## src/rtl/pwm_grp_pkg.sv

```systemverilog
package pwm_grp_pkg;

  localparam int NUM_PAIRS     = 2;
  localparam int NUM_CH        = 2 * NUM_PAIRS;
  localparam int REG_ENABLE    = 0;
  localparam int REG_MODE      = 1;
  localparam int REG_PERIOD    = 2;
  localparam int REG_DUTY_BASE = 3;
  localparam int NUM_REGS      = REG_DUTY_BASE + NUM_CH;
  localparam int ADDR_W        = $clog2(NUM_REGS);

  // bit 0: center-aligned counting, bit 1: independent outputs
  typedef struct packed {
    logic indep;
    logic center;
  } mode_t;

endpackage

```

## src/rtl/pwm_grp_regs.sv

```systemverilog
module pwm_grp_regs
  import pwm_grp_pkg::*;
#(
  parameter int CNT_W = 16
) (
  input  logic                         clk,
  input  logic                         rst_n,
  input  logic                         wr_en,
  input  logic [ADDR_W-1:0]            wr_addr,
  input  logic [CNT_W-1:0]             wr_data,
  input  logic                         load,
  output logic                         run,
  output mode_t                        act_mode,
  output logic [CNT_W-1:0]             act_period,
  output logic [NUM_CH-1:0][CNT_W-1:0] act_duty
);

  logic                         en_q, en_d;
  mode_t                        mode_q, mode_d;
  logic [CNT_W-1:0]             per_q, per_d;
  logic [NUM_CH-1:0][CNT_W-1:0] duty_q, duty_d;

  // shadow next-state for control, mode and period
  always_comb begin
    en_d   = en_q;
    mode_d = mode_q;
    per_d  = per_q;
    if (wr_en) begin
      if (wr_addr == ADDR_W'(REG_ENABLE)) en_d   = wr_data[0];
      if (wr_addr == ADDR_W'(REG_MODE))   mode_d = mode_t'(wr_data[1:0]);
      if (wr_addr == ADDR_W'(REG_PERIOD)) per_d  = wr_data;
    end
  end

  always_ff @(posedge clk or negedge rst_n) begin
    if (!rst_n) begin
      en_q   <= 1'b0;
      mode_q <= '0;
      per_q  <= '0;
    end else begin
      en_q   <= en_d;
      mode_q <= mode_d;
      per_q  <= per_d;
    end
  end

  // one shadow duty register per output
  for (genvar g = 0; g < NUM_CH; g++) begin : g_duty
    logic sel;
    assign sel = wr_en && (wr_addr == ADDR_W'(REG_DUTY_BASE + g));

    always_comb begin
      duty_d[g] = duty_q[g];
      if (sel) duty_d[g] = wr_data;
    end

    always_ff @(posedge clk or negedge rst_n) begin
      if (!rst_n) duty_q[g] <= '0;
      else        duty_q[g] <= duty_d[g];
    end

    always_ff @(posedge clk or negedge rst_n) begin
      if (!rst_n)    act_duty[g] <= '0;
      else if (load) act_duty[g] <= duty_q[g];
    end
  end

  // working set, copied from the shadows only on a load
  always_ff @(posedge clk or negedge rst_n) begin
    if (!rst_n) begin
      act_mode   <= '0;
      act_period <= '0;
    end else if (load) begin
      act_mode   <= mode_q;
      act_period <= per_q;
    end
  end

  assign run = en_q;

endmodule

```

## src/rtl/pwm_grp_counter.sv

```systemverilog
module pwm_grp_counter #(
  parameter int CNT_W = 16
) (
  input  logic             clk,
  input  logic             rst_n,
  input  logic             run,
  input  logic             center,
  input  logic [CNT_W-1:0] period,
  output logic [CNT_W-1:0] cnt,
  output logic [CNT_W-1:0] eff_period,
  output logic             load,
  output logic             period_start
);

  localparam logic [CNT_W-1:0] ONE = CNT_W'(1);

  logic [CNT_W-1:0] cnt_q, cnt_d;
  logic             down_q, down_d;
  logic             wrap;

  assign eff_period = (period == '0) ? ONE : period;

  always_comb begin
    cnt_d  = cnt_q;
    down_d = down_q;
    wrap   = 1'b0;
    if (!run) begin
      cnt_d  = '0;
      down_d = 1'b0;
    end else if (!center) begin
      down_d = 1'b0;
      if (cnt_q >= eff_period - ONE) begin
        cnt_d = '0;
        wrap  = 1'b1;
      end else begin
        cnt_d = cnt_q + ONE;
      end
    end else begin
      if (!down_q && (cnt_q < eff_period)) begin
        cnt_d  = cnt_q + ONE;
        down_d = 1'b0;
      end else begin
        cnt_d = cnt_q - ONE;
        if (cnt_q == ONE) begin
          wrap   = 1'b1;
          down_d = 1'b0;
        end else begin
          down_d = 1'b1;
        end
      end
    end
  end

  always_ff @(posedge clk or negedge rst_n) begin
    if (!rst_n) begin
      cnt_q  <= '0;
      down_q <= 1'b0;
    end else begin
      cnt_q  <= cnt_d;
      down_q <= down_d;
    end
  end

  assign cnt          = cnt_q;
  assign load         = !run || wrap;
  assign period_start = run && (cnt_q == '0);

endmodule

```

## src/rtl/pwm_grp_outputs.sv

```systemverilog
module pwm_grp_outputs
  import pwm_grp_pkg::*;
#(
  parameter int CNT_W = 16
) (
  input  logic                         run,
  input  logic                         indep,
  input  logic [CNT_W-1:0]             cnt,
  input  logic [CNT_W-1:0]             eff_period,
  input  logic [NUM_CH-1:0][CNT_W-1:0] duty,
  output logic [NUM_CH-1:0]            pwm
);

  logic [NUM_CH-1:0] level;

  for (genvar g = 0; g < NUM_CH; g++) begin : g_cmp
    assign level[g] = (duty[g] >= eff_period) || (cnt < duty[g]);
  end

  for (genvar p = 0; p < NUM_PAIRS; p++) begin : g_pair
    logic hi_lvl;
    assign hi_lvl       = indep ? level[2*p+1] : !level[2*p];
    assign pwm[2*p]     = run && level[2*p];
    assign pwm[2*p+1]   = run && hi_lvl;
  end

endmodule

```

## src/rtl/pwm_quad_group.sv

```systemverilog
module pwm_quad_group
  import pwm_grp_pkg::*;
#(
  parameter int CNT_W = 16
) (
  input  logic              clk,
  input  logic              rst_n,
  input  logic              wr_en,
  input  logic [ADDR_W-1:0] wr_addr,
  input  logic [CNT_W-1:0]  wr_data,
  output logic [NUM_CH-1:0] pwm_out,
  output logic              period_start
);

  logic                         run;
  mode_t                        act_mode;
  logic                         act_center;
  logic                         act_indep;
  logic [CNT_W-1:0]             act_period;
  logic [NUM_CH-1:0][CNT_W-1:0] act_duty;
  logic [CNT_W-1:0]             cnt;
  logic [CNT_W-1:0]             eff_period;
  logic                         load;

  assign act_center = act_mode.center;
  assign act_indep  = act_mode.indep;

  pwm_grp_regs #(.CNT_W(CNT_W)) u_regs (
    .clk        (clk),
    .rst_n      (rst_n),
    .wr_en      (wr_en),
    .wr_addr    (wr_addr),
    .wr_data    (wr_data),
    .load       (load),
    .run        (run),
    .act_mode   (act_mode),
    .act_period (act_period),
    .act_duty   (act_duty)
  );

  pwm_grp_counter #(.CNT_W(CNT_W)) u_cnt (
    .clk          (clk),
    .rst_n        (rst_n),
    .run          (run),
    .center       (act_center),
    .period       (act_period),
    .cnt          (cnt),
    .eff_period   (eff_period),
    .load         (load),
    .period_start (period_start)
  );

  pwm_grp_outputs #(.CNT_W(CNT_W)) u_out (
    .run        (run),
    .indep      (act_indep),
    .cnt        (cnt),
    .eff_period (eff_period),
    .duty       (act_duty),
    .pwm        (pwm_out)
  );

endmodule

```

## config.mk

```make
export PLATFORM = sky130hd
export DESIGN_NAME = pwm_quad_group
export DESIGN_NICKNAME = d
export VERILOG_FILES = /design/src/rtl/pwm_grp_pkg.sv /design/src/rtl/pwm_grp_regs.sv /design/src/rtl/pwm_grp_counter.sv /design/src/rtl/pwm_grp_outputs.sv /design/src/rtl/pwm_quad_group.sv
export SDC_FILE = /design/constraint.sdc
export NUM_CORES = 1
export LEC_CHECK = 0
export BUFFER_PORTS_ARGS = -buffer_cell sky130_fd_sc_hd__clkbuf_2
export CAP_MARGIN = 20
export CORE_UTILIZATION = 40
export CTS_CLUSTER_SIZE = 20
export DETAILED_ROUTE_END_ITERATION = 8
export GPL_TIMING_DRIVEN = 0
export PLACE_DENSITY = 0.61
export SLEW_MARGIN = 5
export SYNTH_ARGS = -nofsm -noshare
export SYNTH_HDL_FRONTEND = slang
export SYNTH_SLANG_ARGS = --single-unit
```

## constraint.sdc

```tcl
create_clock -name clk -period 4.5 [get_ports clk]
set_input_delay 0.225 -clock clk [delete_from_list [all_inputs] [get_ports clk]]
set_output_delay 0.225 -clock clk [all_outputs]
set_load 0.01 [all_outputs]
```

==> results of run 1 <==
## power by group
| group | switching (mW) | internal, mW | total (mW) | leakage, nW |
|---|---|---|---|---|
| clock | 0.803 | 0.765 | 1.57 | 0.296 |
| combinational | 1.55 | 1.57 | 3.11 | 3.93 |
| sequential | 0.543 | 2.09 | 2.64 | 2.22 |
## worst max path at each step
stage	slack, ns	endpoint
final	-0.08	u_regs.act_duty[41]
after global routing	-0.25	u_regs.act_period[6]
after CTS	0.003	u_regs.act_duty[53]
after detailed placement	-0.90	u_regs.act_duty[45]
after global placement	-0.80	u_regs.act_duty[52]
after floorplan	0.15	u_regs.act_duty[11]
## timing repair
| item | 4_1_cts | 5_1_grt |
|---|---|---|
| cloned | 1 | 9 |
| endpoints found under the hold margin | 85 | 0 |
| gates resized for setup | 19 | 99 |
| pin swaps | 2 | 24 |
| hold buffers | 1 | 0 |
| buffers inserted | 8 | 9 |
| endpoints found under the setup margin | 100 | 94 |
## kinds of logic (layout without fill, tap and decap cells)
group | count (synthesis) | count (layout)
AO/OA/AOI/OAI | 158 | 158
XOR/XNOR | 27 | 27
adder cells (fa/ha/maj) | 161 | 161
buffers and inverters | 111 | 197
flip-flops | 182 | 182
multiplexers | 169 | 169
AND/OR/NAND/NOR | 189 | 189
## layout make-up
class	instances	share of cell area
multi-input combinational	704	0.493
clock buffer	17	0.0318
clock inverter	15	0.0146
timing repair buffer	54	0.0438
tap	372	0.0348
sequential	182	0.341
buffer	18	0.0151
inverter	93	0.0263
## cell usage in the layout (no fill, tap or decap), types with 14 or more instances in the layout
| cell | synthesis | routed |
|---|---|---|
| ha_1 | 161 | 160 |
| nand2_1 | 35 | 31 |
| mux2_2 | 146 | 89 |
| xnor2_1 | 24 | 23 |
| inv_1 | 93 | 92 |
| clkbuf_2 | 0 | 23 |
| nor2_1 | 56 | 55 |
| nor3_1 | 15 | 14 |
| nand3_1 | 20 | 20 |
| clkbuf_16 | 0 | 26 |
| o21ai_0 | 28 | 25 |
| mux2_4 | 18 | 75 |
| nand4_1 | 17 | 17 |
| dfrtp_1 | 182 | 181 |
| a21oi_1 | 51 | 49 |
## metal layers
metal / part of all wire / GRT usage / wire length (um)
met1: 0.47 / 0.294 / 14600
met2: 0.46 / 0.333 / 14300
met3: 0.036 / 0.0338 / 1100
met4: 0.028 / 0.0654 / 869
met5: 0 / 0 / 0
## flip-flops by register name, indices dropped and copies added (netlist names)
| name | cells |
|---|---|
| u_regs.act_duty | 64 |
| u_regs.duty_q | 64 |
| u_cnt.cnt | 16 |
| u_regs.act_period | 16 |
| u_regs.per_q | 16 |
| u_regs.act_mode | 2 |
| u_regs.mode_q | 2 |
| u_cnt.down_q | 1 |
| u_regs.run | 1 |
## metrics by stage
| step | utilization | area (um2) | hold WS [ns] | TNS (ns) |
|---|---|---|---|---|
| floorplan | - | 11200 | -0.0706 | 0 |
| global placement | 0.434 | 11800 | 0.482 | -122.57 |
| detailed placement | 0.436 | 11900 | 0.350 | -75.13 |
| CTS | 0.466 | 12700 | 0.0682 | 0 |
| global route | 0.491 | 13400 | 0.0756 | -17.77 |
| finish | 0.491 | 13400 | 0.0763 | -3.53 |
==> results.cfg, run 1 <==
[cts]
clock_sinks = 182
clkTransAtPathRegs_ns = 0.09
numCtsBuffers = 17
htree_levels = 4
clockBufferDepth = 2
cts_tree = yes
clock_latency_ns = 0.45
cts_root_buf = clkbuf_16

[floorplanning]
die_x_um = 170
die_h_um = 170
start_util = 0.412
die-area_um2 = 28800
rows = 60
io_pins = 27
core-area_um2 = 27300

[logic_synthesis]
synth_common_cells = 182 x dfrtp_1, 161 x ha_1, 146 x mux2_2
synth_xor_area_frac = 0.0210
synth_fp_nets = 1180
synth_top_area_cell = dfrtp_1
synth_cell_types = 59
muxShareOfSynthArea = 0.175
synth_top_family_by_area = adder cells
avgSynthCellArea_um2 = 11.3
yosys.area_share.simple = 0.0835
synth_edf_count = 0
synth.area.top_cells = dfrtp_1 41%, ha_1 18%, mux2_2 15%, inv_1 3.1%, mux2_4 2.4%
yosysMostFrequentCell = dfrtp_1
ys_seq_area_frac = 0.405
synth_compound_area_frac = 0.0934
yosys_warnings = 0
yosys_register_bits = 182
synth_fa_ha_area_frac = 0.179
synth_top_cell_area_share = 0.405
syn_area_um2 = 11200
yosys_most_used_dff = dfrtp_1
synth-async-reset-ratio = 1.00
syn-instance-count = 997

[sta]
max_freq_ghz = 0.219
setup_slack_ns = -0.0754
fin_crit_ns = 4.58
post-route-period-util = 1.02
final-setup-viol-count = 79
rsz0062_at_grt = yes
max_slew_margin = 0.399
final.setup_skew_ns = 0.0124
maxSlewViolCount = 0
finalHoldViolCount = 0
tightest_slew_ns = 0.901

[power_and_ir_drop]
p_leak_nw = 6.44
ir_worst_vdd_mv = 0.265
powerDensity_nw_per_um2 = 548
power.total_mw = 7.32

[setup_path]
worst_path_largest_cell_delay_ns = 0.58
crit_path_start = u_regs.act_period[9]
r2r_end = u_regs.act_duty[41]
path_cells = or4_4 -> nor4_4 -> nand2_2 -> nor4_2 -> or2_4 -> inv_4 -> ha_4 -> xnor2_1 -> ha_1 -> a211o_1 -> a31oi_2 -> o41ai_4 -> a21oi_2 -> o21ai_2 -> a31oi_4 -> buf_6 -> buf_12 -> buf_12 -> mux2_2
r2r_cells = 19
cpMaxStageDelayCell = or4_4
worst-path-stages = 19
r2r_start = u_regs.act_period[9]
path_delay_family = simple AND/OR/NAND/NOR gates
cp_data_required_time_ns = 4.83
crit_path_end_kind = flip-flop
cp_common_cell = buf_12
worstSetupStartpointType = flip-flop
cp_num_buf_inv = 4
worstPathArrival_ns = 4.91
crit_type = flip-flop to flip-flop
path_max_fanout = 6
rrSetupSlack_ns = -0.08

[grt]
grt_pass1_vias = 7940
grt_antenna_before_repair = 0
grt_usage = 0.210
grt_pass1_wl_um = 45300
grt_max_degree = 98
grt.overflow.total = 0

[drt]
routedWlPerCell_um = 21.2
vias = 8012
dr.pass1.iters = 5
drt_iter0_drc = 475
postRouteAntennaNets = 0
viasPerCell = 5.51
wl_um = 30800
drc = 0

[min_path]
holdPathStages = 2
hold_class = primary input to flip-flop
hp-start = wr_data[10]
min_to = u_regs.duty_q[42]

[placed_design]
io_buffers = 24
dp_hpwl_um = 21300
dp.cells = 1395
place_congestion = 0.914
dp_slack_ns = -0.896

[final_layout]
fin_nets = 1253
stdcell_count = 1455
diodes = 0
filler_cell_count = 2446
area_delta_synth_final_pct = 19.0
multi_input_area_um2 = 6590
regArea_um2 = 4560
drive_above_1_share = 0.273

[job]
drv_cap = 0

[outcome]
status = complete, but fails checks
violations = negative setup slack
Note: power is estimated with default switching activity, not from simulation.
==> inputs of run 2 (changes only) <==
SKIP_CTS_REPAIR_TIMING = 1   (was not set)
==> run 2 against run 1 <==
  * Core utilization fell by 0.76 points
  * Global-route usage fell by 0.30 points
  * The flow still finishes with violations (negative setup slack)
  * Setup slack improved by 0.016 ns
  * Flip-flop and latch count did not move
  * Sequential share of layout area rose by 0.54 points
  * Critical path depth rose by 1
==> results.cfg, run 2 (synthesized netlist as in run 1, its figures left out) <==
[outcome]
status = complete, but fails checks
violations = negative setup slack

[sta]
tightest_slew_ns = 0.914
hold_ws_ns = 0.0782
rsz0062_at_grt = yes
fin_crit_ns = 4.56
finalHoldViolCount = 0
maxSlewViolCount = 0
final-setup-viol-count = 50
setup_slack_ns = -0.0596
post-route-period-util = 1.01
max_slew_margin = 0.390
max_freq_ghz = 0.219
final.setup_skew_ns = 0.0144

[floorplanning]
die_x_um = 170
core-area_um2 = 27300
rows = 60
die_h_um = 170
start_util = 0.412
io_pins = 27
die-area_um2 = 28800

[min_path]
hold_class = primary input to flip-flop
min_to = u_regs.duty_q[36]
hp-start = wr_data[4]
holdPathStages = 2

[drt]
viasPerCell = 5.52
routedWlPerCell_um = 20.9
postRouteAntennaNets = 0
drt_iter0_drc = 429
wl_um = 30200
drc = 0
vias = 7978
dr.pass1.iters = 7

[setup_path]
r2r_cells = 20
rrSetupSlack_ns = -0.06
crit_path_end_kind = flip-flop
cpMaxStageDelayCell = or4_4
path_delay_family = simple AND/OR/NAND/NOR gates
crit_path_start = u_regs.act_period[10]
worstSetupStartpointType = flip-flop
worstPathArrival_ns = 4.89
path_max_fanout = 9
r2r_end = u_regs.act_duty[51]
cp_num_buf_inv = 3
path_cells = or4_4 -> nor4_4 -> nand2_2 -> nor4_2 -> or2_4 -> inv_4 -> ha_4 -> nand2_4 -> nor4_4 -> and3_1 -> xnor2_1 -> ha_1 -> a21oi_2 -> nand2_1 -> a221oi_2 -> o21ai_4 -> a31oi_4 -> buf_12 -> clkbuf_16 -> mux2_2
cp_common_cell = nor4_4
crit_type = flip-flop to flip-flop
worst_path_largest_cell_delay_ns = 0.57
cp_data_required_time_ns = 4.83
r2r_start = u_regs.act_period[10]

[power_and_ir_drop]
p_leak_nw = 6.32
powerDensity_nw_per_um2 = 543
ir_worst_vdd_mv = 0.265

[placed_design]
dpl-instance-area_um2 = 11900
dp.cells = 1395
dp_hpwl_um = 21300
place_congestion = 0.914
dp_slack_ns = -0.896
io_buffers = 24

[final_layout]
diodes = 0
drive_above_1_share = 0.254
top_regs = u_regs.act_duty x64, u_regs.duty_q x64
filler_cell_count = 2474
stdcell_count = 1445
fin_nets = 1243
area_delta_synth_final_pct = 17.1
most-common-layout-cells = 181 x dfrtp_1, 160 x ha_1, 93 x mux2_2
layout_commonest_cell = dfrtp_1
stdcell_area_um2 = 13200
final_util = 0.483
regArea_um2 = 4560
multi_input_area_um2 = 6510

[cts]
htree_levels = 4
cts_tree = yes
clock_sinks = 182
clock_latency_ns = 0.45
numCtsBuffers = 17
cts_root_buf = clkbuf_16
clkTransAtPathRegs_ns = 0.08
clockBufferDepth = 2

[grt]
grt.overflow.total = 0
grt_usage = 0.207
grt_antenna_before_repair = 0
grt_pass1_wl_um = 44700
grt_pass1_vias = 7845
grt_max_degree = 98

[job]
drv_cap = 0
## run 2: cell types whose count changed in the layout (fill, tap and decap cells not counted), moves of 2 or more
cell / delta
nand2_1: +2
o21ai_0: +2
buf_4: -5
nand2_2: -2
o41ai_1: +2
mux2_2: +4
mux2_4: -4
buf_6: -3
o21ai_2: -3
## run 2: power breakdown
group          internal, mW  switching, mW  leakage, nW  total, mW
Combinational          1.48           1.47         3.81       2.95
Clock                 0.765          0.801        0.296       1.57
Sequential             2.10          0.543         2.22       2.64
Total                  4.34           2.81         6.32       7.15
## run 2: layer usage
metal | wire [um] | GRT usage | vias to the layer above
li1 | - | - | 3747
met4 | 777 | 0.0658 | 0
met2 | 14000 | 0.326 | 149
met1 | 14400 | 0.292 | 4036
met5 | 0 | 0 | -
met3 | 1100 | 0.0324 | 46
## run 2: cell type report
type,count,share of cell area
inverters,93,0.0267
well taps,372,0.0354
plain buffers,18,0.0152
clock inverters,15,0.0148
repair buffers,44,0.0351
multi-input cells,704,0.494
flip-flops and latches,182,0.346
clock buffers,17,0.0323
## run 2: worst max path at each step
| stage | end | depth (start not counted) |
|---|---|---|
| after detailed placement | u_regs.act_duty[45] | 19 |
| after global placement | u_regs.act_duty[52] | 19 |
| final | u_regs.act_duty[51] | 20 |
| after global routing | u_regs.act_duty[50] | 20 |
| after floorplan | u_regs.act_duty[11] | 19 |
| after CTS | u_regs.act_duty[53] | 19 |
## run 2: per-stage QoR
step                setup TNS [ns]  power (mW)
global route                -13.07        7.64
finish                      -0.871        7.15
global placement           -122.57        5.06
floorplan                        0        4.30
detailed placement          -75.13        5.16
CTS                         -77.86        6.74
